`config.mk`:
```
export PLATFORM = sky130hd
export DESIGN_NAME = cdat_mbox_resp
export DESIGN_NICKNAME = d
export VERILOG_FILES = /design/src/rtl/cdat_mbox_pkg.sv /design/src/rtl/cdat_entry_rom.sv /design/src/rtl/cdat_rsp_hdr.sv /design/src/rtl/cdat_rsp_ctrl.sv /design/src/rtl/cdat_mbox_resp.sv
export SDC_FILE = /design/constraint.sdc
export NUM_CORES = 1
export LEC_CHECK = 0
export BUFFER_PORTS_ARGS = -buffer_cell sky130_fd_sc_hd__clkbuf_2
export CAP_MARGIN = 40
export CELL_PAD_IN_SITES_DETAIL_PLACEMENT = 0
export CELL_PAD_IN_SITES_GLOBAL_PLACEMENT = 1
export CORE_ASPECT_RATIO = 1.1
export CORE_MARGIN = 2
export CORE_UTILIZATION = 44
export CTS_BUF_LIST = sky130_fd_sc_hd__clkbuf_2
export CTS_CLUSTER_DIAMETER = 30
export DETAILED_ROUTE_END_ITERATION = 10
export MAX_ROUTING_LAYER = met4
export PLACE_DENSITY = 0.95
export SYNTH_ARGS = -nofsm -noshare
export SYNTH_HDL_FRONTEND = slang
export SYNTH_HIERARCHICAL = 1
export SYNTH_SLANG_ARGS = --single-unit
```
`constraint.sdc`:
```
create_clock -name clk -period 7.95 [get_ports clk]
set_input_delay 1.59 -clock clk [delete_from_list [all_inputs] [get_ports clk]]
set_output_delay 1.59 -clock clk [all_outputs]
set_load 0.01 [all_outputs]
```
`src/rtl/cdat_mbox_pkg.sv`:
```
package cdat_mbox_pkg;
    localparam int N_ENT      = 6;
    localparam int ENT_W      = 3;
    localparam int HDR_DW     = 3;
    localparam int REQ_DW     = 3;
    localparam int WIDX_W     = 5;
    localparam int PAY_W      = 3;
    localparam logic [15:0] EOT_HANDLE = 16'hFFFF;

    typedef enum logic [1:0] {
        S_IDLE = 2'd0,
        S_DROP = 2'd1,
        S_HDR  = 2'd2,
        S_BODY = 2'd3
    } rsp_state_t;

    typedef enum logic [7:0] {
        K_RANGE = 8'd0,
        K_PERF  = 8'd1,
        K_MTYPE = 8'd2
    } ent_kind_t;
endpackage

```
`src/rtl/cdat_entry_rom.sv`:
```
module cdat_entry_rom
    import cdat_mbox_pkg::*;
#(
    parameter logic [63:0] MEM_BYTES = 64'h0000_0002_4000_0000,
    parameter logic [63:0] LAT_UNIT  = 64'd10000,
    parameter logic [63:0] BW_UNIT   = 64'd1000,
    parameter logic [15:0] RD_LAT    = 16'd15,
    parameter logic [15:0] WR_LAT    = 16'd25,
    parameter logic [15:0] RD_BW     = 16'd16,
    parameter logic [15:0] WR_BW     = 16'd16
) (
    input  logic [ENT_W-1:0] ent,
    input  logic [PAY_W-1:0] word,
    output logic [31:0]      data,
    output logic [15:0]      nbytes
);
    localparam logic [15:0] BIG_BYTES  = 16'd24;
    localparam logic [15:0] PERF_BYTES = 16'd18;
    localparam logic [7:0]  NV_FLAG    = 8'h01;
    localparam logic [7:0]  MTYPE_ATTR = 8'd2;

    logic [63:0] unit_tab [4];
    logic [15:0] val_tab  [4];
    logic [1:0]  pidx;

    for (genvar g = 0; g < 4; g++) begin : g_perf
        assign unit_tab[g] = (g < 2) ? LAT_UNIT : BW_UNIT;
        if (g == 0)      begin : g_v0 assign val_tab[g] = RD_LAT; end
        else if (g == 1) begin : g_v1 assign val_tab[g] = WR_LAT; end
        else if (g == 2) begin : g_v2 assign val_tab[g] = RD_BW;  end
        else             begin : g_v3 assign val_tab[g] = WR_BW;  end
    end

    assign pidx = 2'(ent - ENT_W'(1));

    always_comb begin
        data   = '0;
        nbytes = '0;
        if (ent == '0) begin
            nbytes = BIG_BYTES;
            unique case (word)
                3'd0: data = {BIG_BYTES, 8'h00, K_RANGE};
                3'd1: data = {16'h0000, NV_FLAG, 8'h00};
                3'd4: data = MEM_BYTES[31:0];
                3'd5: data = MEM_BYTES[63:32];
                default: data = '0;
            endcase
        end else if (ent <= ENT_W'(4)) begin
            nbytes = PERF_BYTES;
            unique case (word)
                3'd0: data = {PERF_BYTES, 8'h00, K_PERF};
                3'd1: data = {8'h00, 6'd0, pidx, 8'h00, 8'h00};
                3'd2: data = unit_tab[pidx][31:0];
                3'd3: data = unit_tab[pidx][63:32];
                3'd4: data = {16'h0000, val_tab[pidx]};
                default: data = '0;
            endcase
        end else begin
            nbytes = BIG_BYTES;
            unique case (word)
                3'd0: data = {BIG_BYTES, 8'h00, K_MTYPE};
                3'd1: data = {16'h0000, MTYPE_ATTR, 8'h00};
                3'd4: data = MEM_BYTES[31:0];
                3'd5: data = MEM_BYTES[63:32];
                default: data = '0;
            endcase
        end
    end
endmodule

```
`src/rtl/cdat_rsp_hdr.sv`:
```
module cdat_rsp_hdr
    import cdat_mbox_pkg::*;
#(
    parameter logic [15:0] VENDOR_ID = 16'h1E98,
    parameter logic [7:0]  OBJ_TYPE  = 8'h02,
    parameter logic [7:0]  RSP_CODE  = 8'h00,
    parameter logic [7:0]  TBL_TYPE  = 8'h00
) (
    input  logic [ENT_W-1:0] ent,
    input  logic [15:0]      nbytes,
    input  logic [1:0]       word,
    output logic [31:0]      data,
    output logic [7:0]       rsp_len
);
    localparam logic [15:0] HDR_BYTES = 16'(HDR_DW * 4);

    logic [15:0] total_bytes;
    logic [15:0] next_handle;

    assign total_bytes = HDR_BYTES + nbytes + 16'd3;
    assign rsp_len     = total_bytes[9:2];
    assign next_handle = (ent == ENT_W'(N_ENT - 1)) ? EOT_HANDLE
                                                    : 16'(ent) + 16'd1;

    always_comb begin
        unique case (word)
            2'd0:    data = {8'h00, OBJ_TYPE, VENDOR_ID};
            2'd1:    data = {24'h0, rsp_len};
            default: data = {next_handle, TBL_TYPE, RSP_CODE};
        endcase
    end
endmodule

```
`src/rtl/cdat_rsp_ctrl.sv`:
```
module cdat_rsp_ctrl
    import cdat_mbox_pkg::*;
#(
    parameter int LEN_W = 10,
    parameter int CNT_W = 16
) (
    input  logic              clk,
    input  logic              rst_n,
    input  logic              req_valid,
    input  logic [LEN_W-1:0]  req_len,
    input  logic [15:0]       req_handle,
    input  logic              rsp_pop,
    input  logic [7:0]        rsp_len,
    output logic [ENT_W-1:0]  ent_q,
    output logic [WIDX_W-1:0] widx_q,
    output logic              busy,
    output logic              rsp_valid,
    output logic              rsp_last,
    output logic [CNT_W-1:0]  mbox_len
);
    rsp_state_t        state_q, state_d;
    logic              fresh_q;
    logic              accept;
    logic              short_req;
    logic              at_end;
    logic [ENT_W-1:0]  ent_in;

    assign short_req = req_len < LEN_W'(REQ_DW);
    assign accept    = (state_q == S_IDLE) && req_valid && !short_req;
    assign ent_in    = (req_handle >= 16'(N_ENT)) ? ENT_W'(N_ENT - 1)
                                                  : req_handle[ENT_W-1:0];
    assign at_end    = widx_q == WIDX_W'(rsp_len - 8'd1);

    always_comb begin
        state_d = state_q;
        unique case (state_q)
            S_IDLE: if (req_valid) state_d = short_req ? S_DROP : S_HDR;
            S_DROP: state_d = S_IDLE;
            S_HDR:  if (rsp_pop && widx_q == WIDX_W'(HDR_DW - 1)) state_d = S_BODY;
            S_BODY: if (rsp_pop && at_end) state_d = S_IDLE;
        endcase
    end

    always_ff @(posedge clk or negedge rst_n) begin
        if (!rst_n) state_q <= S_IDLE;
        else        state_q <= state_d;
    end

    always_ff @(posedge clk or negedge rst_n) begin
        if (!rst_n) begin
            widx_q   <= '0;
            ent_q    <= '0;
            fresh_q  <= 1'b0;
            mbox_len <= '0;
        end else begin
            fresh_q <= accept;
            if (accept) begin
                widx_q <= '0;
                ent_q  <= ent_in;
            end else if (rsp_valid && rsp_pop) begin
                widx_q <= widx_q + WIDX_W'(1);
            end
            if (fresh_q) mbox_len <= mbox_len + CNT_W'(rsp_len);
        end
    end

    assign busy      = state_q != S_IDLE;
    assign rsp_valid = (state_q == S_HDR) || (state_q == S_BODY);
    assign rsp_last  = (state_q == S_BODY) && at_end;
endmodule

```
`src/rtl/cdat_mbox_resp.sv`:
```
module cdat_mbox_resp
    import cdat_mbox_pkg::*;
#(
    parameter int          LEN_W     = 10,
    parameter int          CNT_W     = 16,
    parameter logic [63:0] MEM_BYTES = 64'h0000_0002_4000_0000,
    parameter logic [15:0] VENDOR_ID = 16'h1E98
) (
    input  logic             clk,
    input  logic             rst_n,
    input  logic             req_valid,
    input  logic [LEN_W-1:0] req_len,
    input  logic [15:0]      req_handle,
    output logic             busy,
    input  logic             rsp_pop,
    output logic             rsp_valid,
    output logic [31:0]      rsp_data,
    output logic             rsp_last,
    output logic [CNT_W-1:0] mbox_len
);
    logic [ENT_W-1:0]  ent_q;
    logic [WIDX_W-1:0] widx_q;
    logic [7:0]        rsp_len;
    logic [15:0]       nbytes;
    logic [31:0]       hdr_data;
    logic [31:0]       rom_data;
    logic [WIDX_W-1:0] pay_idx;

    assign pay_idx = widx_q - WIDX_W'(HDR_DW);

    cdat_rsp_ctrl #(.LEN_W(LEN_W), .CNT_W(CNT_W)) u_ctrl (
        .clk(clk), .rst_n(rst_n),
        .req_valid(req_valid), .req_len(req_len), .req_handle(req_handle),
        .rsp_pop(rsp_pop), .rsp_len(rsp_len),
        .ent_q(ent_q), .widx_q(widx_q),
        .busy(busy), .rsp_valid(rsp_valid), .rsp_last(rsp_last),
        .mbox_len(mbox_len)
    );

    cdat_entry_rom #(.MEM_BYTES(MEM_BYTES)) u_rom (
        .ent(ent_q), .word(pay_idx[PAY_W-1:0]),
        .data(rom_data), .nbytes(nbytes)
    );

    cdat_rsp_hdr #(.VENDOR_ID(VENDOR_ID)) u_hdr (
        .ent(ent_q), .nbytes(nbytes), .word(widx_q[1:0]),
        .data(hdr_data), .rsp_len(rsp_len)
    );

    assign rsp_data = !rsp_valid ? 32'h0 :
                      (widx_q < WIDX_W'(HDR_DW)) ? hdr_data : rom_data;
endmodule


```
Word level (Yosys, flattened, before mapping)
Index checks and enable logic that the tools add are counted.
{"block": "word_totals", "reg_bits": 27, "inputBits": 30, "output_inout_bits": 51, "elab_cells": 74}
{"block": "op_classes", "n_addsub": 8, "order_cmp": 5, "n_eq_ne": 15, "muxes": 25, "n_bitwise": 1, "reduce_logical": 15}
{"cell": "$pmux W31 S4", "n": 2}
{"cell": "$pmux W32 S5", "n": 1}
{"cell": "$bmux W64 S2", "n": 1}
{"cell": "$mux W32", "n": 4}
{"cell": "$mux W64", "n": 2}
{"cell": "$pmux W32 S2", "n": 1}
{"cell": "$mux W16", "n": 3}
{"cell": "$bmux W16 S2", "n": 1}
{"cell": "$add A16 B8 Y16", "n": 1}
{"cell": "$ge A16 B3 Y1 const B", "n": 1}
{"cell": "$add A10 B2 Y10 const B", "n": 1}
{"cell": "$add A4 B10 Y10 const A", "n": 1}
{"cell": "$lt A10 B2 Y1 const B", "n": 1}
{"cell": "$mux W5", "n": 2}
{"cell": "$eq A3 B3 Y1 const B", "n": 3}
{"cell": "$mux W2", "n": 4}
{"cell": "$mux W4", "n": 2}
{"cell": "$pmux W2 S4", "n": 1}
{"cell": "$eq A3 B2 Y1 const B", "n": 2}
{"cell": "$logic_and A1 B1 Y1", "n": 6}
{"cell": "$logic_not A3 Y1", "n": 2}
{"cell": "$add A5 B1 Y5 const B", "n": 1}
{"cell": "$eq A5 B2 Y1 const B", "n": 1}
{"cell": "$eq A5 B5 Y1", "n": 1}
{"cell": "other kinds (19)", "n": 24}

Depth between registers and ports, before layout
Gate-level depths: netlist of run 1.
{"block": "logic_depth", "word_depth": 10, "depth_mapped": 13, "mapped_depth_nobuf": 13}

Hierarchy
The synthesis of run 1 kept the hierarchy.
{"mod": "cdat_rsp_ctrl", "n_inst": 1, "cells_each": 170, "area_per_inst_um2": 1685.4, "seq_area_each_um2": 675.6}
{"mod": "cdat_mbox_resp", "n_inst": 1, "cells_each": 110, "area_per_inst_um2": 673.1, "seq_area_each_um2": 0.0}
{"mod": "cdat_entry_rom", "n_inst": 1, "cells_each": 79, "area_per_inst_um2": 580.6, "seq_area_each_um2": 0.0}
{"mod": "cdat_rsp_hdr", "n_inst": 1, "cells_each": 68, "area_per_inst_um2": 456.7, "seq_area_each_um2": 0.0}

Worst setup path after synthesis of run 1
No wires, ideal clock.
{"block": "synth_timing", "path_type": "flip-flop to output port", "startpoint": "register u_ctrl.ent_q[0]", "endpoint": "output rsp_last", "arrival_time_ns": 2.531, "required_ns": 6.360, "setup_slack_ns": 3.829, "path_stages_with_launch": 12, "path_buffers": 0, "cell_sequence": "dfrtp_1 -> inv_1 -> ha_1 -> ha_1 -> nor3_1 -> xor2_1 -> inv_1 -> ha_1 -> xor2_1 -> nand3_1 -> nor2_1 -> and3_1"}
{"block": "synth_via", "elab_chain_cells": 8, "word_cells_on_any_way": 9, "classes_between": "add/sub (3); order compare (1); eq/ne (1); mux (2); reduce/logical (2)"}
{"element": "from (decl)", "line": "cdat_rsp_ctrl.sv:14", "rtl": "output logic [ENT_W-1:0] ent_q,"}
{"element": "from (signal assigned)", "line": "cdat_rsp_ctrl.sv:59", "rtl": "ent_q <= ent_in;"}
{"element": "$le A3 B3 Y1", "line": "cdat_entry_rom.sv:48", "rtl": "end else if (ent <= ENT_W'(4)) begin"}
{"element": "$mux W4", "line": "cdat_entry_rom.sv:48"}
{"element": "$mux W4 *", "line": "cdat_entry_rom.sv:39", "rtl": "if (ent == '0) begin"}
{"element": "named net nbytes[1]", "line": "cdat_mbox_resp.sv:24", "rtl": "logic [15:0] nbytes;"}
{"element": "$add A4 B10 Y10 *", "line": "cdat_rsp_hdr.sv:20", "rtl": "assign total_bytes = HDR_BYTES + nbytes + 16'd3;"}
{"element": "$add A10 B2 Y10 *", "line": "cdat_rsp_hdr.sv:20"}
{"element": "named net rsp_len[1]", "line": "cdat_mbox_resp.sv:23", "rtl": "logic [7:0] rsp_len;"}
{"element": "$sub A5 B1 Y5 *", "line": "cdat_rsp_ctrl.sv:32", "rtl": "assign at_end = widx_q == WIDX_W'(rsp_len - 8'd1);"}
{"element": "$eq A5 B5 Y1 *", "line": "cdat_rsp_ctrl.sv:32"}
{"element": "$logic_and A1 B1 Y1 *", "line": "cdat_rsp_ctrl.sv:69", "rtl": "assign rsp_last = (state_q == S_BODY) && at_end;"}
{"element": "to (decl)", "line": "cdat_mbox_resp.sv:18", "rtl": "output logic rsp_last,"}
The timed path passes the listed nets; every way through them passes the cells marked *.

Final worst setup path of run 1
Same ends and word-level chain as after synthesis.

==> summary.md, run 1 <==
| Metric | Value |
|---|---|
| Clock root cell | clkbuf_2 |
| Detail Placement HPWL | between 5 and 6 mm |
| Die span in x | between 80 and 90 µm |
| Max VDD drop | 0.166 mV |
| Outcome | finished, final reports clean |
| Worst Setup Path Type | reg -> out |
| Final Hold Fails | 0 |
| Largest net degree at the start of global routing | 65 |
| Vias | ~2800 |
| Final Max Slew Viols | 0 |
| RSZ-0062 raised after global routing | false |
| Final setup TNS | 0 ps |
| Max-cap violations | 0 |
| Max H-tree Level | 1 |
| First drt pass iteration count | 4 |
| Worst-Margin Slew | 718 ps |
| Final period utilization | approximately three fifths |
| Setup-violating endpoint count in the final report | 0 |
| Hold_sp | u_ctrl/mbox_len[15]$_DFFE_PN0P_ |
| DRC Markers | 0 |
| Worst hold-check path type | reg -> reg |
| GPL Wtd Cong | a little under 0.9 |
| Gate count of the mapped netlist | between 400 and 500 |
| RR Endpoint | u_ctrl/mbox_len[14]$_DFFE_PN0P_ |
| GRT Overall Usage | between 10% and 20% |
| # hold bufs at CTS | 0 |
| Die height | between 90 and 100 µm |
| Post-Route WL | just under 7 mm |
| CP startpoint kind | register |
| Combinational power share | between 70% and 80% |
| Sw Ratio | about 53% |
| Setup Buffers After CTS | 0 |
| Finished Core Util | ~48% |
| Seq pwr share | between 20% and 30% |
| P_int | 631 µW |
| Endpoint type of the worst setup path | output pin |
| PwrDens | 381 nW/µm² |
| Clock Power Share | roughly 4% |
| Post-detailed-route wirelength per cell | 12.3 µm |
| Total CTS buffers | 3 |
| R2R Setup Slk | 4430 ps |
| Core footprint | 7430 µm² |
| Clock Skews | approximately 4 ps |
| Final net count | 515 |
| Effective utilization at floorplan | a little under half |
| FMAX | approximately 200 MHz |
| Share of cells above drive strength 1 | about a quarter |
| CTS clock-pin slew for the worst setup and hold paths | 240 ps |
| Final min period | a little under 5000 ps |
| Site row count | 33 |
| Yosys warnings | 6 |
| Ports | 81 |
| Initial antenna violation count | 0 |
| Clk_lat worst skew | ~350 ps |
| Syn Area/Cell | 7.96 µm² |
| DR vias/cell | 5.14 |
| Switching pwr | 719 µW |
| DRT antenna net count | 0 |
| Initial drt markers | around 110 |
| Antenna cells | 0 |
| First-pass GRT wire length | between 10 and 15 mm |
| Die footprint | ~8300 µm² |
| Clock buffer depth | 2 |
| Fin worst setup slack | ~3000 ps |
| IO buf count | 78 |
| Cts repair resizes | 0 |
| CTS tree | yes |
| Crit Path Max Fanout | 8 |
| Arr. time, crit path | around 3300 ps |
| Req. time, crit path | ~6400 ps |
| Filler instances | ~770 |
| Slew HR | between 50% and 60% |
| Area grow syn2layout | 5.86% |
| R2r startpoint | u_ctrl/ent_q[0]$_DFFE_PN0N_ |
| Sink Count | 27 |
| Hold depth | 1 |
| Dpl ws | ~3500 ps |
| Cells on worst reg2reg path | 12 |
| Total grt overflow | 0 |
| Mapped Area | ~3400 µm² |
| Vias in the first global route | roughly 2600 |
| Lkg Pwr | roughly 0.0017 µW |
| Worst Hold End | u_ctrl/mbox_len[15]$_DFFE_PN0P_ |
## worst max-delay path by stage
stage / startpoint / endpoint / slack [ps] / depth (start not counted)
finish: u_ctrl/ent_q[0]$_DFFE_PN0N_ / rsp_last / 3050 / 11
global route: u_ctrl/ent_q[0]$_DFFE_PN0N_ / rsp_last / 2670 / 12
CTS: u_ctrl/ent_q[0]$_DFFE_PN0N_ / rsp_last / 3010 / 11
detailed placement: u_ctrl/ent_q[0]$_DFFE_PN0N_ / rsp_last / 3470 / 11
global placement: u_ctrl/ent_q[0]$_DFFE_PN0N_ / rsp_last / 3550 / 12
floorplan: u_ctrl/ent_q[0]$_DFFE_PN0N_ / rsp_last / 3830 / 11
## power groups by stage
stage	clock network [µW]	registers, µW	logic, µW
2_1_floorplan	0	252	868
3_3_place_gp	0	284	981
3_5_place_dp	0	275	1020
4_1_cts	54.7	271	1030
5_1_grt	61.4	281	1150
6_report	53.1	270	1030
## layout by cell type, fill, tap and decap left out, types with 9 or more instances in the layout
cell type,instances
xnor2_1,15
inv_1,21
nand2_1,79
dfrtp_1,26
xor2_1,13
nor2_1,17
and3_1,9
conb_1,27
nor3_1,12
ha_1,18
a21oi_1,15
mux2i_1,34
clkbuf_2,82
## through the flow
step	std cells	total power (µW)	hold WS [ps]	area (µm²)
3_5_place_dp	548	1300	470	3530
5_1_grt	552	1490	515	3550
6_report	552	1350	494	3550
2_1_floorplan	445	1120	507	3440
4_1_cts	552	1350	505	3550
3_3_place_gp	547	1270	464	3510
## final cells by class
type / count / area (µm²) / share of cell area (%)
flip-flops and latches: 27 / 677 / 19.1
well taps: 87 / 109 / 3.07
clock buffers: 4 / 20.0 / 0.564
inverters: 21 / 78.8 / 2.22
repair buffers: 81 / 425 / 12.0
multi-input cells: 332 / 2240 / 63.1
## critical path, stage by stage (launching register included)
cell      delay, ps
dfrtp_1         510
inv_1            80
ha_1            210
ha_1            400
inv_1           150
o41ai_4         540
xnor2_1         270
nor2_1          140
a31oi_1          90
a21oi_1         240
and3_1          200
clkbuf_2        130
## routing by layer
| metal | GRT usage (%) | vias to the layer above | share of wire (%) |
|---|---|---|---|
| met4 | 4.36 | 0 | 1.5 |
| met1 | 20.9 | 1294 | 45 |
| met3 | 1.13 | 9 | 4.2 |
| li1 | - | 1460 | - |
| met2 | 30.8 | 72 | 49 |
| met5 | - | - | 0 |
## registers in the layout (all words and copies together), names as in the netlist
name             count
u_ctrl/state_q       2
u_ctrl/fresh_q       1
u_ctrl/mbox_len     16
u_ctrl/ent_q         3
u_ctrl/widx_q        5
Power figures use the tool's default switching activity.
==> run 2, diff against run 1 <==
--- a/config.mk
+++ b/config.mk
@@ -11,12 +11,12 @@
 export CELL_PAD_IN_SITES_GLOBAL_PLACEMENT = 1
 export CORE_ASPECT_RATIO = 1.1
 export CORE_MARGIN = 2
-export CORE_UTILIZATION = 44
+export CORE_UTILIZATION = 41
 export CTS_BUF_LIST = sky130_fd_sc_hd__clkbuf_2
 export CTS_CLUSTER_DIAMETER = 30
 export DETAILED_ROUTE_END_ITERATION = 10
 export MAX_ROUTING_LAYER = met4
-export PLACE_DENSITY = 0.95
+export PLACE_DENSITY = 0.9
 export SYNTH_ARGS = -nofsm -noshare
 export SYNTH_HDL_FRONTEND = slang
 export SYNTH_HIERARCHICAL = 1
==> constraint.sdc (replaced) <==
create_clock -name clk -period 4.97 [get_ports clk]
set_input_delay 0.994 -clock clk [delete_from_list [all_inputs] [get_ports clk]]
set_output_delay 0.994 -clock clk [all_outputs]
set_load 0.01 [all_outputs]
==> run 2 against run 1 <==
Combinational power up 59%. Clock skew about the same. Via count down 0.88%. Global-route usage down 1.1 points. First-iteration DRC count down 23%.
==> summary.md, run 2 (synthesis results as in run 1) <==
| Metric | Value |
|---|---|
| Slowest stage delay, CP | roughly 520 ps |
| Switching pwr | approximately 1100 µW |
| Outcome | finished, final reports clean |
| Setup Buffers After CTS | 0 |
| Worst-Margin Slew | 717 ps |
| Core footprint | around 7900 µm² |
| Detail Placement HPWL | ~5.4 mm |
| Effective utilization at floorplan | ~42% |
| DRT antenna net count | 0 |
| Final Hold Fails | 0 |
| Post-Route WL | between 6 and 7 mm |
| Final instance area | approximately 3600 µm² |
| Slew HR | slightly above 50% |
| Total CTS buffers | 3 |
| Vias in the first global route | 2624 |
| Top flop regs | u_ctrl/mbox_len: 16 flops, u_ctrl/widx_q: 5 flops, u_ctrl/ent_q: 3 flops |
| DR vias/cell | 4.90 |
| Total grt overflow | 0 |
| Die span in x | roughly 90 µm |
| Worst setup path startpoint | u_ctrl/ent_q[0]$_DFFE_PN0N_ |
| Crit Path Max Fanout | 7 |
| Dpl ws | between 1000 and 1500 ps |
| Final setup TNS | 0 ps |
| Hold_sp | u_ctrl/mbox_len[15]$_DFFE_PN0P_ |
| Clock buffer depth | 2 |
| Initial drt markers | 88 |
| Worst Setup Path Type | reg -> out |
| RSZ-0062 raised after global routing | false |
| Max-cap violations | 0 |
| Fin worst setup slack | 595 ps |
| Final Max Slew Viols | 0 |
| PwrDens | just over 600 nW/µm² |
| Lkg Pwr | between 0.0015 and 0.002 µW |
| CTS tree | yes |
| Most frequent cells in the layout | clkbuf_2, nand2_1, mux2i_1 |
| Largest register FFs | 16 |
| Antenna cells | 0 |
| R2r startpoint | u_ctrl/ent_q[0]$_DFFE_PN0N_ |
| CP startpoint kind | register |
| Final net count | about 520 |
| Share of cells above drive strength 1 | 23.4% |
| Vias | roughly 2800 |
| Clock Power Share | 3.8% |
| Crit path max-delay cell type | dfrtp_1 |
| Largest net degree at the start of global routing | 56 |
| First-pass GRT wire length | ~12 mm |
| FMAX | between 200 and 250 MHz |
| CTS clock-pin slew for the worst setup and hold paths | 230 ps |
| Final period utilization | just under 90% |
| Worst hold-check path type | reg -> reg |
| Power, Total | 2160 µW |
| Die footprint | a little under 9000 µm² |
| Most frequent cell on the critical path | ha_1 |
| R2R Setup Slk | 1390 ps |
| Area after DPL | 3550 µm² |
| Cells along the critical path | inv_1 > ha_1 > ha_1 > nor3_1 > xor2_1 > inv_1 > ha_1 > xor2_1 > nand3_1 > nor2_1 > and3_1 > clkbuf_2 |
| Ports | 81 |
| Die height | 98.8 µm |
| Combinational power share | 76.0% |
| Req. time, crit path | approximately 4000 ps |
| Cts repair resizes | 0 |
| Hold WS | between 400 and 500 ps |
| Seq pwr share | between 20% and 30% |
| Sw Ratio | a little over half |
| Max H-tree Level | 1 |
| Final min period | 4380 ps |
| Clock Skews | ~4.3 ps |
| Sink Count | 27 |
| Most common cell after layout, fill and taps aside | clkbuf_2 |
| Top reg by flops | u_ctrl/mbox_len |
| IO buf count | 78 |
| GRT Overall Usage | between 10% and 20% |
| First drt pass iteration count | 4 |
| Filler instances | 844 |
| GPL Wtd Cong | about 0.95 |
| Area grow syn2layout | 6.65% |
| Clock root cell | clkbuf_2 |
| Site row count | 34 |
| # hold bufs at CTS | 0 |
| Initial antenna violation count | 0 |
| Clk_lat worst skew | 340 ps |
| Max VDD drop | ~0.23 mV |
| Setup-violating endpoint count in the final report | 0 |
| Arr. time, crit path | 3380 ps |
| Endpoint type of the worst setup path | output pin |
| P_int | between 1000 and 1500 µW |
| DRC Markers | 0 |
| Post-detailed-route wirelength per cell | between 10 and 15 µm |
## run 2: layout make-up
cell class	count	area [µm²]	share of cell area, %
multi-input combinational	332	2240	62.6
sequential	27	677	18.9
timing repair buffer	81	425	11.9
tap	108	135	3.78
inverter	21	78.8	2.21
clock buffer	4	20.0	0.560
## run 2: power by group through the flow
stage          registers, µW  clock network, µW  logic [µW]
6_report                 437               81.0        1640
5_1_grt                  455               97.9        1830
4_1_cts                  438               87.8        1640
3_5_place_dp             444                  0        1630
3_3_place_gp             455                  0        1580
2_1_floorplan            403                  0        1390
## run 2: per-layer routing
metal  up-vias  track usage, %  wire length (µm)
met5         -               -                 0
met4         0            3.91                68
met3         5            1.15               292
met2        79            26.0              3180
met1      1266            21.8              3250
li1       1460               -                 -
## run 2: per-stage QoR
stage	cells	utilization, %
CTS	573	45.2
global route	573	45.2
global placement	568	44.7
floorplan	445	-
finish	573	45.2
detailed placement	569	44.9
## run 2: path summary, 6_finish.rpt
| kind | depth (start not counted) | end |
|---|---|---|
| min reg2reg | 1 | u_ctrl/mbox_len[15]$_DFFE_PN0P_ |
| max reg2reg | 12 | u_ctrl/mbox_len[14]$_DFFE_PN0P_ |
| min in group asynchronous | 1 | u_ctrl/mbox_len[10]$_DFFE_PN0P_ |
| min | 1 | u_ctrl/mbox_len[15]$_DFFE_PN0P_ |
| max in group asynchronous | 1 | u_ctrl/state_q[1]$_DFFE_PN0P_ |
| max | 12 | rsp_last |
## run 2: worst max-delay path: cells and delay by family (launching register included)
| family | cells | cell delay (ps) |
|---|---|---|
| fa+ha+maj | 3 | 880 |
| simple gates | 4 | 710 |
| xor+xnor | 2 | 620 |
| flops | 1 | 520 |
| buf+inv | 3 | 310 |
